## config.mk

```make
export PLATFORM = sky130hd
export DESIGN_NAME = prio_mem_sched
export DESIGN_NICKNAME = d
export VERILOG_FILES = /design/src/rtl/sched_pkg.sv /design/src/rtl/sched_entry_eval.sv /design/src/rtl/sched_quota.sv /design/src/rtl/sched_pick.sv /design/src/rtl/prio_mem_sched.sv
export SDC_FILE = /design/constraint.sdc
export NUM_CORES = 1
export LEC_CHECK = 0
export CAP_MARGIN = 5
export CORE_MARGIN = 1.5
export CORE_UTILIZATION = 55
export CTS_CLUSTER_SIZE = 28
export DETAILED_ROUTE_END_ITERATION = 7
export DONT_BUFFER_PORTS = 1
export MAX_ROUTING_LAYER = met4
export PLACE_DENSITY = 0.7
export SYNTH_ARGS = -nofsm -noshare
export SYNTH_HDL_FRONTEND = slang
export SYNTH_SLANG_ARGS = --single-unit
```

## constraint.sdc

```tcl
create_clock -name clk -period 50.3 [get_ports clk]
set_input_delay 15.09 -clock clk [delete_from_list [all_inputs] [get_ports clk]]
set_output_delay 15.09 -clock clk [all_outputs]
set_load 0.005 [all_outputs]
```

## src/rtl/sched_pkg.sv

```systemverilog
// Shared types for the priority memory scheduler.
// Assumes nothing beyond IEEE 1800-2017.
package sched_pkg;
    // Request class as seen by the quota logic.
    typedef enum logic {
        CLS_LO = 1'b0,
        CLS_HI = 1'b1
    } cls_e;
endpackage

```

## src/rtl/sched_entry_eval.sv

```systemverilog
// Per-slot evaluation: decides whether a slot hits the open row of its
// bank and whether its process tag belongs to the favoured class.
// Assumes bank and open-row inputs are stable within the cycle.
module sched_entry_eval #(
    parameter int TAG_W  = 3,
    parameter int BANK_W = 2,
    parameter int ROW_W  = 8,
    localparam int NBANK = 1 << BANK_W,
    localparam int NTAG  = 1 << TAG_W
) (
    input  logic [TAG_W-1:0]            tag,
    input  logic [BANK_W-1:0]           bank,
    input  logic [ROW_W-1:0]            row,
    input  logic [NBANK-1:0]            bank_open,
    input  logic [NBANK-1:0][ROW_W-1:0] bank_row,
    input  logic [NTAG-1:0]             hi_mask,
    output logic                        hit,
    output sched_pkg::cls_e             cls
);
    // Row-hit test and class lookup for one slot.
    always_comb begin
        hit = bank_open[bank] && (bank_row[bank] == row);
        cls = hi_mask[tag] ? sched_pkg::CLS_HI : sched_pkg::CLS_LO;
    end
endmodule

```

## src/rtl/sched_quota.sv

```systemverilog
// Class quota tracker. Holds the remaining favoured and other counts of
// the current round, chooses the class for this cycle and advances the
// counts on every grant. A grant outside the quota (the due class has no
// work) starts a new round; a round also restarts when both counts are
// used up. The counts are cleared while the lever is off.
module sched_quota #(
    parameter int QUOTA_W = 4
) (
    input  logic               clk,
    input  logic               rst_n,
    input  logic               enable,
    input  logic               fire,
    input  logic               has_hi,
    input  logic               has_lo,
    input  logic [QUOTA_W-1:0] hi_quota,
    input  logic [QUOTA_W-1:0] lo_quota,
    output sched_pkg::cls_e    sel_cls
);
    logic [QUOTA_W-1:0] hi_left, lo_left;
    logic [QUOTA_W-1:0] base_hi, base_lo, nxt_hi, nxt_lo;
    logic               pick_hi, in_quota;

    // Class choice for this cycle and the counts after a grant.
    always_comb begin
        if (hi_left != '0 && has_hi)
            pick_hi = 1'b1;
        else if (lo_left != '0 && has_lo)
            pick_hi = 1'b0;
        else
            pick_hi = has_hi;
        in_quota = pick_hi ? (hi_left != '0) : (lo_left != '0);
        base_hi  = in_quota ? hi_left : hi_quota;
        base_lo  = in_quota ? lo_left : lo_quota;
        nxt_hi   = base_hi;
        nxt_lo   = base_lo;
        if (pick_hi && base_hi != '0)
            nxt_hi = base_hi - 1'b1;
        if (!pick_hi && base_lo != '0)
            nxt_lo = base_lo - 1'b1;
        if (nxt_hi == '0 && nxt_lo == '0) begin
            nxt_hi = hi_quota;
            nxt_lo = lo_quota;
        end
        sel_cls = pick_hi ? sched_pkg::CLS_HI : sched_pkg::CLS_LO;
    end

    // Round counters: cleared when the lever is off, advanced per grant.
    always_ff @(posedge clk) begin
        if (!rst_n || !enable) begin
            hi_left <= '0;
            lo_left <= '0;
        end else if (fire) begin
            hi_left <= nxt_hi;
            lo_left <= nxt_lo;
        end
    end
endmodule

```

## src/rtl/sched_pick.sv

```systemverilog
// Candidate picker: among eligible slots prefers row hits, then the
// smallest age, then the lowest index. Assumes ages do not wrap while
// slots are pending.
module sched_pick #(
    parameter int DEPTH = 16,
    parameter int AGE_W = 8,
    localparam int IDX_W = $clog2(DEPTH)
) (
    input  logic [DEPTH-1:0]            elig,
    input  logic [DEPTH-1:0]            hit,
    input  logic [DEPTH-1:0][AGE_W-1:0] age,
    output logic                        found,
    output logic [IDX_W-1:0]            idx
);
    logic [DEPTH-1:0] hit_elig, pool;
    logic [AGE_W-1:0] best_age;

    // Restrict to hits when any exist, then scan for the oldest slot.
    always_comb begin
        hit_elig = elig & hit;
        pool     = (|hit_elig) ? hit_elig : elig;
        found    = 1'b0;
        idx      = '0;
        best_age = '1;
        for (int i = 0; i < DEPTH; i++) begin
            if (pool[i] && (!found || age[i] < best_age)) begin
                found    = 1'b1;
                idx      = IDX_W'(i);
                best_age = age[i];
            end
        end
    end
endmodule

```

## src/rtl/prio_mem_sched.sv

```systemverilog
// Weighted-ratio priority request picker for a DRAM controller queue.
// With the lever on, a class quota selects favoured or other requests
// first; row-hit then oldest picks inside the allowed class. With the
// lever off, row-hit then oldest picks over the whole queue. One
// registered grant per cycle; the queue owner removes the granted slot
// before the next edge.
module prio_mem_sched #(
    parameter int DEPTH   = 16,
    parameter int TAG_W   = 3,
    parameter int BANK_W  = 2,
    parameter int ROW_W   = 8,
    parameter int AGE_W   = 8,
    parameter int QUOTA_W = 4,
    localparam int IDX_W  = $clog2(DEPTH),
    localparam int NBANK  = 1 << BANK_W,
    localparam int NTAG   = 1 << TAG_W
) (
    input  logic                         clk,
    input  logic                         rst_n,
    input  logic [DEPTH-1:0]             req_valid,
    input  logic [DEPTH-1:0][TAG_W-1:0]  req_tag,
    input  logic [DEPTH-1:0][BANK_W-1:0] req_bank,
    input  logic [DEPTH-1:0][ROW_W-1:0]  req_row,
    input  logic [DEPTH-1:0][AGE_W-1:0]  req_age,
    input  logic [NBANK-1:0]             bank_open,
    input  logic [NBANK-1:0][ROW_W-1:0]  bank_row,
    input  logic                         cfg_enable,
    input  logic [NTAG-1:0]              cfg_hi_mask,
    input  logic [QUOTA_W-1:0]           cfg_hi_quota,
    input  logic [QUOTA_W-1:0]           cfg_lo_quota,
    output logic                         gnt_valid,
    output logic [IDX_W-1:0]             gnt_idx,
    output logic                         gnt_hi
);
    logic [DEPTH-1:0] hit_vec, hi_vec, elig;
    logic             has_hi, has_lo, fire, found;
    logic [IDX_W-1:0] pick_idx;
    sched_pkg::cls_e  sel_cls;

    // One evaluator per queue slot.
    for (genvar g = 0; g < DEPTH; g++) begin : g_slot
        sched_pkg::cls_e slot_cls;
        sched_entry_eval #(
            .TAG_W (TAG_W),
            .BANK_W(BANK_W),
            .ROW_W (ROW_W)
        ) i_eval (
            .tag      (req_tag[g]),
            .bank     (req_bank[g]),
            .row      (req_row[g]),
            .bank_open(bank_open),
            .bank_row (bank_row),
            .hi_mask  (cfg_hi_mask),
            .hit      (hit_vec[g]),
            .cls      (slot_cls)
        );
        assign hi_vec[g] = (slot_cls == sched_pkg::CLS_HI);
    end

    // Pending work per class.
    always_comb begin
        has_hi = |(req_valid & hi_vec);
        has_lo = |(req_valid & ~hi_vec);
        fire   = |req_valid;
    end

    sched_quota #(
        .QUOTA_W(QUOTA_W)
    ) i_quota (
        .clk     (clk),
        .rst_n   (rst_n),
        .enable  (cfg_enable),
        .fire    (fire),
        .has_hi  (has_hi),
        .has_lo  (has_lo),
        .hi_quota(cfg_hi_quota),
        .lo_quota(cfg_lo_quota),
        .sel_cls (sel_cls)
    );

    // Eligible slots: whole queue with the lever off, else the chosen class.
    always_comb begin
        if (!cfg_enable)
            elig = req_valid;
        else if (sel_cls == sched_pkg::CLS_HI)
            elig = req_valid & hi_vec;
        else
            elig = req_valid & ~hi_vec;
    end

    sched_pick #(
        .DEPTH(DEPTH),
        .AGE_W(AGE_W)
    ) i_pick (
        .elig (elig),
        .hit  (hit_vec),
        .age  (req_age),
        .found(found),
        .idx  (pick_idx)
    );

    // Registered grant.
    always_ff @(posedge clk) begin
        if (!rst_n) begin
            gnt_valid <= 1'b0;
            gnt_idx   <= '0;
            gnt_hi    <= 1'b0;
        end else begin
            gnt_valid <= found;
            gnt_idx   <= pick_idx;
            gnt_hi    <= hi_vec[pick_idx];
        end
    end
endmodule

```

==> run_results.csv <==
group,metric,value,unit
sta,final.setup_skew,0.004386,ns
global_route,grt_usage,39.03,%
sta,period_share,95.24,%
yosys,syn_inst,1867,
setup_path,cp_max_fo,24,
sta,slew_headroom,24.75,%
yosys,ys.flop_type,"dfxtp_1",
setup_path,end_kind,"register",
yosys,synth_top_area_share,13.69,%
global_route,grt_antenna_before_repair,0,
setup_path,cp_common_cell,"a21oi_1",
yosys,ys_seq_area_share,1.927,%
sta,report.final.hold_viol_count,0,
clock_network,cts_tree,"done",
drt,wl,55280,um
drt,drtIter0Drc,1446,
yosys,synth_edf_count,0,
drt,vias,15420,
floorplanning,fp.dieH,165.6,um
sta,period_needed,47.91,ns
clock_network,root_buffer,"clkbuf_16",
setup_path,worstSetupStartpointType,"input pin",
sta,max_freq,20.87,MHz
layout,syn_to_final_growth,2.271,%
layout,layout_commonest_cell,"mux2i_1",
layout,ff_latch_area,280.3,um2
yosys,synthesis.nets,2355,
outcome,status,"finished clean",
floorplanning,io_pins,413,
layout,drive_gt1_share,10.77,%
clock_network,clk_pin_slew,0.06,ns
yosys,synth_seq_cells,14,
global_route,grt_max_degree,25,
layout,multi_input_area,13530,um2
setup_path,worstPathRequired,50.44,ns
sta,tightest_slew,1.118,ns
drt,wl_per_cell,26.22,um
setup_path,critical-path-top-delay-family,"compound AO/OA/AOI/OAI gates",
floorplanning,coreArea,25980,um2
setup_path,arrival,48.05,ns
placed_design,dpl.hpwl,42760,um
run,maxCapViolations,0,
sta,whs,0.5153,ns
clock_network,cts.sinks,14,
drt,drt_first_pass_iters,6,
layout,fill_cells,2432,
clock_network,cts_hold_buf,0,
yosys,yosysUniqueCellTypes,108,
layout,final_cell_mix,"198 x mux2i_1, 140 x nand2_1, 126 x xor2_1",
drt,antenna_left,0,
layout,diodes,0,
yosys,yosysTopAreaCell,"mux2i_1",
placed_design,gp_congestion,1.036,
placed_design,portBuffers,0,
setup_path,critPathKind,"in2reg",
clock_network,h-tree-depth,1,
clock_network,cts_buffers,3,
clock_network,cts_buffer_depth,2,
layout,final_nets,2262,
worst_hold_path,hold_path.class,"reg2reg",
yosys,syn_area_per_cell,7.791,um2
floorplanning,die_area,27430,um2
sta,setup-violations-final,0,
drt,drcViolationCount,0,
sta,slew_violations,0,
yosys,syn-cell-area,14550,um2
yosys,yosys-top-cells-area,"mux2i_1 14%, mux4_2 12%, xor2_1 7.6%",
floorplanning,start_util,55.98,%
clock_network,clock_latency,0.25,ns
global_route,grt_first_pass_wirelength,83900,um
global_route,grt_pass1_vias,14820,
setup_path,crit_buf_inv,15,
setup_path,crit_slowest_cell,"or4b_4",
floorplanning,num_rows,59,
drt,avgViaCountPerCell,7.315,
global_route,grt_overflow,0,
yosys,yosysWarningCount,0,
layout,final_util,57.25,%
floorplanning,die_w,165.6,um
setup_path,critPathMaxStageDelay,0.53,ns
yosys,async_flop_share,0,%
==> worst register-to-register path, delay by kind of cell, from the launching register on <==
family | cells | cell delay [ns]
compound gates | 73 | 16.65
fa+ha+maj | 15 | 4.26
buf+inv | 15 | 1.47
flops | 1 | 0.33
mux | 4 | 1.23
simple gates | 49 | 8.29
==> routing by layer <==
metal	track usage (%)	up-vias	part of all wire, %
li1	-	6855	-
met1	45.74	7288	37
met2	63.39	1048	46
met3	10.68	230	12
met4	15.08	0	5.0
met5	-	-	0
==> final timing paths <==
check,start,endpoint,slack [ns],cells past startpoint
setup reg to reg,i_quota.hi_left[0]$_SDFFE_PP0P_,gnt_hi$_SDFF_PN0_,17.94,156
hold / removal,i_quota.hi_left[3]$_SDFFE_PP0P_,i_quota.hi_left[3]$_SDFFE_PP0P_,0.52,2
setup / recovery,req_tag[3],gnt_hi$_SDFF_PN0_,2.39,159
hold reg to reg,i_quota.hi_left[3]$_SDFFE_PP0P_,i_quota.hi_left[3]$_SDFFE_PP0P_,0.52,2
==> per-stage QoR <==
step	worst slack [ns]	TNS [ns]	instances	instance area, um2
global placement	0.6588	0	2087	14540
floorplan	2.924	0	1867	14550
global route	-0.1456	-0.1456	2108	14880
CTS	0.1237	0	2091	14630
detailed placement	-0.03842	-0.03842	2087	14540
finish	2.393	0	2108	14880
==> state kept, by name (all words and copies together), names as in the netlist <==
signal	flops
i_quota.hi_left	4
gnt_idx	4
gnt_valid	1
i_quota.lo_left	4
gnt_hi	1
==> synth_stat cells (all sizes together) (28+ instances only) <==
| library cell | instances |
|---|---|
| inv | 98 |
| o21ai | 74 |
| nor2 | 116 |
| clkbuf | 89 |
| nand2 | 142 |
| a21oi | 99 |
| nand2b | 28 |
| nand3 | 32 |
| mux2i | 199 |
| ha | 81 |
| xor2 | 126 |
| xnor2 | 109 |
| nor2b | 42 |
| buf | 36 |
| mux4 | 76 |
==> cell type report <==
class	count	area share [%]
repair buffers	25	1.245
well taps	335	2.818
clock buffers	4	0.5972
inverters	99	2.498
multi-input cells	1631	90.96
flip-flops and latches	14	1.884
==> cell families after synthesis <==
| logic type | synth area share, % |
|---|---|
| AO/OA/AOI/OAI | 23.40 |
| AND/OR/NAND/NOR | 19.63 |
| flip-flops | 1.927 |
| XOR/XNOR | 14.15 |
| adder cells (fa/ha/maj) | 7.381 |
| buffers and inverters | 6.039 |
| multiplexers | 27.48 |
==> timing repair <==
item,in CTS,in global routing
setup buffers,0,15
gates resized for setup,0,25
endpoints found under the setup margin,0,5
Power is left out: the tool's default activity adds up to more than one toggle a clock period on the data nets, which glitch-free logic cannot reach.
